**config.mk**
```make
export PLATFORM = sky130hd
export DESIGN_NAME = pad_bscan_reg
export DESIGN_NICKNAME = d
export VERILOG_FILES = /design/src/rtl/pad_bscan_pkg.sv /design/src/rtl/pbs_group.sv /design/src/rtl/pbs_padmux.sv /design/src/rtl/pbs_tdo.sv /design/src/rtl/pad_bscan_reg.sv
export SDC_FILE = /design/constraint.sdc
export NUM_CORES = 1
export LEC_CHECK = 0
export ABC_AREA = 1
export CORE_ASPECT_RATIO = 0.7
export CORE_MARGIN = 2
export CORE_UTILIZATION = 45
export CTS_BUF_LIST = sky130_fd_sc_hd__clkbuf_16
export CTS_CLUSTER_DIAMETER = 100
export DETAILED_ROUTE_END_ITERATION = 6
export DONT_BUFFER_PORTS = 1
export MAX_ROUTING_LAYER = met4
export PLACE_DENSITY = 0.72
export SYNTH_ARGS = -nofsm -noshare
export SYNTH_HDL_FRONTEND = slang
export SYNTH_SLANG_ARGS = --single-unit
```
**constraint.sdc**
```tcl
create_clock -name tck -period 1.24 [get_ports tck]
set_clock_uncertainty 0.1 [all_clocks]
set_input_delay 0.124 -clock tck [delete_from_list [all_inputs] [get_ports tck]]
set_output_delay 0.124 -clock tck [all_outputs]
set_load 0.01 [all_outputs]
```
**src/rtl/pad_bscan_pkg.sv**
```systemverilog
package pad_bscan_pkg;
  localparam int CELLS_PER_PAD = 3;

  // Field order inside the packed struct follows the chain direction:
  // din is nearest tdi, oe is nearest tdo.
  typedef struct packed {
    logic oe;
    logic dout;
    logic din;
  } pad_cells_t;
endpackage

```
**src/rtl/pbs_group.sv**
```systemverilog
module pbs_group
  import pad_bscan_pkg::*;
(
  input  logic       tck,
  input  logic       trst_n,
  input  logic       cap_en,
  input  logic       shf_en,
  input  logic       upd_en,
  input  logic       ser_in,
  input  logic       smp_in,
  input  logic       smp_out,
  input  logic       smp_oe,
  output logic       ser_out,
  output pad_cells_t held
);
  pad_cells_t stage;

  // serial stage: shift takes precedence over capture
  always_ff @(posedge tck) begin
    if (!trst_n) begin
      stage <= '0;
    end else if (shf_en) begin
      stage.din  <= ser_in;
      stage.dout <= stage.din;
      stage.oe   <= stage.dout;
    end else if (cap_en) begin
      stage.din  <= smp_in;
      stage.dout <= smp_out;
      stage.oe   <= smp_oe;
    end
  end

  // update latches move on the falling edge only
  always_ff @(negedge tck) begin
    if (!trst_n) held <= '0;
    else if (upd_en) held <= stage;
  end

  assign ser_out = stage.oe;

  a_r2_capture_loads: assert property (@(posedge tck) disable iff (!trst_n)
    (cap_en && !shf_en) |=> (stage.din == $past(smp_in) &&
                             stage.dout == $past(smp_out) &&
                             stage.oe == $past(smp_oe)));

  a_r3_shift_moves: assert property (@(posedge tck) disable iff (!trst_n)
    shf_en |=> (stage.din == $past(ser_in) &&
                stage.dout == $past(stage.din) &&
                stage.oe == $past(stage.dout)));

  a_r5_latch_holds: assert property (@(negedge tck) disable iff (!trst_n)
    !upd_en |=> $stable(held));
endmodule

```
**src/rtl/pbs_padmux.sv**
```systemverilog
module pbs_padmux
  import pad_bscan_pkg::*;
(
  input  logic       ext_mode,
  input  logic       int_mode,
  input  pad_cells_t held,
  input  logic       core_out,
  input  logic       core_oe,
  input  logic       pad_in,
  output logic       pad_out,
  output logic       pad_oe,
  output logic       core_in
);
  assign pad_out = ext_mode ? held.dout : core_out;
  assign pad_oe  = ext_mode ? held.oe   : core_oe;
  assign core_in = int_mode ? held.din  : pad_in;
endmodule

```
**src/rtl/pbs_tdo.sv**
```systemverilog
module pbs_tdo (
  input  logic tck,
  input  logic trst_n,
  input  logic last_cell,
  output logic tdo
);
  always_ff @(negedge tck) begin
    if (!trst_n) tdo <= 1'b0;
    else tdo <= last_cell;
  end

  a_r4_tdo_falling: assert property (@(negedge tck) disable iff (!trst_n)
    tdo == $past(last_cell));
endmodule

```
**src/rtl/pad_bscan_reg.sv**
```systemverilog
module pad_bscan_reg
  import pad_bscan_pkg::*;
#(
  parameter int NUM_PADS = 4
) (
  input  logic                tck,
  input  logic                trst_n,
  input  logic                capture_dr,
  input  logic                shift_dr,
  input  logic                update_dr,
  input  logic                sel_sample,
  input  logic                sel_extest,
  input  logic                sel_intest,
  input  logic                tdi,
  output logic                tdo,
  input  logic [NUM_PADS-1:0] pad_in,
  input  logic [NUM_PADS-1:0] core_out,
  input  logic [NUM_PADS-1:0] core_oe,
  output logic [NUM_PADS-1:0] pad_out,
  output logic [NUM_PADS-1:0] pad_oe,
  output logic [NUM_PADS-1:0] core_in
);
  localparam int CHAIN_LEN = CELLS_PER_PAD * NUM_PADS;

  logic chain_sel;
  logic cap_en, shf_en, upd_en;
  logic [NUM_PADS-1:0] link;
  pad_cells_t held [NUM_PADS];

  assign chain_sel = sel_sample | sel_extest | sel_intest;
  assign cap_en    = capture_dr & chain_sel;
  assign shf_en    = shift_dr   & chain_sel;
  assign upd_en    = update_dr  & chain_sel;

  for (genvar p = 0; p < NUM_PADS; p++) begin : g_pad
    logic ser_in;
    if (p == 0) begin : g_head
      assign ser_in = tdi;
    end else begin : g_body
      assign ser_in = link[p-1];
    end

    pbs_group u_group (
      .tck     (tck),
      .trst_n  (trst_n),
      .cap_en  (cap_en),
      .shf_en  (shf_en),
      .upd_en  (upd_en),
      .ser_in  (ser_in),
      .smp_in  (pad_in[p]),
      .smp_out (core_out[p]),
      .smp_oe  (core_oe[p]),
      .ser_out (link[p]),
      .held    (held[p])
    );

    pbs_padmux u_mux (
      .ext_mode (sel_extest),
      .int_mode (sel_intest),
      .held     (held[p]),
      .core_out (core_out[p]),
      .core_oe  (core_oe[p]),
      .pad_in   (pad_in[p]),
      .pad_out  (pad_out[p]),
      .pad_oe   (pad_oe[p]),
      .core_in  (core_in[p])
    );
  end

  pbs_tdo u_tdo (
    .tck       (tck),
    .trst_n    (trst_n),
    .last_cell (link[NUM_PADS-1]),
    .tdo       (tdo)
  );

  a_r8_pads_transparent: assert property (@(negedge tck) disable iff (!trst_n)
    !sel_extest |-> (pad_out == core_out && pad_oe == core_oe));

  a_r8_core_transparent: assert property (@(negedge tck) disable iff (!trst_n)
    !sel_intest |-> (core_in == pad_in));

  initial begin
    a_r1_chain_len: assert (CHAIN_LEN == 3 * NUM_PADS && NUM_PADS > 0);
  end
endmodule

```
==> impl_results.md <==
- Status: complete, but fails checks
- Violated checks: negative setup slack
- Cell area after technology mapping: 1440 um2
- Critical Path RT: 1.02 ns
- Pin count of the biggest net entering global routing: 26
- Category of the most critical setup path: reg -> out
- Die H: 51.3 um
- Total Wirelength: 3520 um
- Critical-path top delay cell: sky130_fd_sc_hd__dfxtp_2
- Post-synthesis share of cell area spent on and, or, nand and nor gates: 0.363
- Synthesized netlist net count: 238
- Share of layout cells above drive strength 1: 0.384
- DIE WIDTH: 71.5 um
- Total half-perimeter wirelength after legalization and detailed placement: 2300 um
- Compound-cell area share of the yosys netlist: 0.0836
- Clk root buf: sky130_fd_sc_hd__clkbuf_16
- Setup WS post-layout: -0.417 ns
- Cells along the critical path: nand2_2, o21ai_2
- Largest fanout on the critical path: 2
- Die footprint: 3670 um2
- Count of boundary I/O pins: 34
- Total cell area at the placement stage: 1420 um2
- Clk Latency, worst-skew pair: 0.26 ns
- Clock tree from TritonCTS: built
- GR Overflow Total: 0
- CTS Sinks: 25
- Commonest non-fill, non-tap cell in the layout: sky130_fd_sc_hd__inv_1
- Sequential standard cell area: 532 um2
- Standard cell core area: 3110 um2
- Via density per instance: 4.96
- Peak supply drop: 0.962 mV
- Number of antenna diodes: 0
- Gate count of the mapped netlist: 217
- Kind of cell with the highest combined delay on the critical path: flip-flops
- Arrival time at the worst endpoint: 1.43 ns
- Yosys cell types: 17
- Most frequent cells in the layout: sky130_fd_sc_hd__inv_1, sky130_fd_sc_hd__nor2_1, sky130_fd_sc_hd__nand3_1
- RePlAce Congestion: 0.780
- Total Power: 2.15 mW
- Count of buffering cells on the critical path with inverters included: 0
- Post-route ant nets: 0
- Total of warnings raised by yosys: 0
- Hold slack: 0.000986 ns
- XOR/XNOR share of the synthesized area: 0
- Worst slew pin tran: 0.479 ns
- Final count of hold timing violations: 0
- Layout Cell Area excl Fill: 1770 um2
- Wire per inst: 13.0 um
- Worst slack, placed: -0.315 ns
- Sequential-to-total area share from yosys stat: 0.348
- Number of nets in the layout: 254
- Count of pins over their slew limit: 0
- Final setup violation count: 15
- Initial antenna violation count: 0
- Endpoint type of the worst setup path: output pin
- Synth Area in Adders: 0
- Via count: 1340
- #FFs+latches synth: 25
- Worst rel slew slack: 0.680
- Setup repair after global routing missed its margin: true
- Clock slew at the register clock pins of the worst setup and hold paths: 0.07 ns
- First-pass GRT wire length: 5430 um
- Max Cap Violations: 0
- Power per standard cell area: 1210 nW/um2
- Vias in the first global route: 1099
- Setup_tns: -5.05 ns
- Number of core rows: 17
- Hold/Removal Path Class: in -> reg
- Area of combinational cells with multiple inputs: 764 um2
- Final Util: 0.569
- Number of buffer cells added on primary ports: 0
- H-Tree Depth: 1
- Filler cell count in the final layout: 294
- All-layer global routing usage: 0.201
- Combinational family with the most area after synthesis: simple AND/OR/NAND/NOR gates
- Average footprint of a synthesized cell: 6.62 um2
- Longest individual stage delay on the worst path: 0.33 ns
- Startpoint types: register
- Post-synthesis to final-layout area growth: 23.1%
- Leakage: 0.937 nW
- Detailed router's first-iteration violation count: 109
- DRC violation count after routing: 0
- Number of CTS-inserted buffers: 3
- Buffer levels on the longest clock path: 2
- Non-Filler Instances: 270
- # placed instances: 247
- Mux contribution to synthesized area: 0
- Starting utilization of the core area: 0.463
- Drt first pass iters: 4
path summary, 6_finish.rpt:
check,start,end,slack [ns],cells after the start
worst max-delay path,g_pad[2].u_group.held[1]$_SDFFE_NN0P_,pad_out[2],-0.42,2
worst min-delay path,capture_dr,g_pad[2].u_group.stage[1]$_SDFFE_PN0P_,0.001,4
worst max register to register,g_pad[0].u_group.ser_out$_SDFFE_PN0P_,g_pad[0].u_group.held[2]$_SDFFE_NN0P_,-0.01,2
worst min register to register,g_pad[0].u_group.held[1]$_SDFFE_NN0P_,g_pad[0].u_group.held[1]$_SDFFE_NN0P_,0.38,2
power breakdown:
part           leakage, nW  internal [mW]  switching, mW  total (mW)
Combinational        0.611          0.152          0.178       0.330
Clock                0.111          0.501          0.413       0.915
Sequential           0.215          0.866         0.0364       0.903
Total                0.937           1.52          0.628        2.15
cells in the mapped netlist, drive strengths merged:
cell type	count	area, um2
inv	28	105
nand3	34	170
o21ai	24	120
nor2	37	146
nand3b	1	7.51
or2	1	8.76
dfxtp	25	500
clkbuf	4	15.0
nand2	42	189
buf	21	174
routing by layer:
metal,vias up,GRT usage,part of all wire
met1,602,0.312,0.49
met4,0,0.0283,0.0045
met3,2,0.0473,0.067
li1,693,-,-
met5,-,-,0
met2,43,0.262,0.44
sequential cells by signal (all words and copies together) (netlist names):
| name | cells |
|---|---|
| g_pad.u_group.held | 12 |
| u_tdo.tdo | 1 |
| g_pad.u_group.stage | 8 |
| g_pad.u_group.ser_out | 4 |
kinds of logic after synthesis:
family,count (synthesis)
AND/OR/NAND/NOR,115
AO/OA/AOI/OAI,24
flip-flops,25
buffers and inverters,53
final cells by class:
type | count | share of cell area
multi-input cells | 139 | 0.432
flip-flops and latches | 25 | 0.301
repair buffers | 24 | 0.106
inverters | 27 | 0.0587
clock buffers | 3 | 0.0425
clock inverters | 14 | 0.0326
well taps | 38 | 0.0269
worst min-delay path, delay by kind of cell:
kind	cells	cell delay (ns)
buffers and inverters	1	0.04
AND/OR/NAND/NOR	3	0.18
timing repair:
item | CTS | global route
endpoints found under the hold margin | 12 | 0
pin swaps | 13 | 3
resized for setup | 65 | 12
hold buffers | 2 | 0
endpoints found under the setup margin | 25 | 27
setup buffers | 1 | 4
Power figures use the tool's default switching activity.
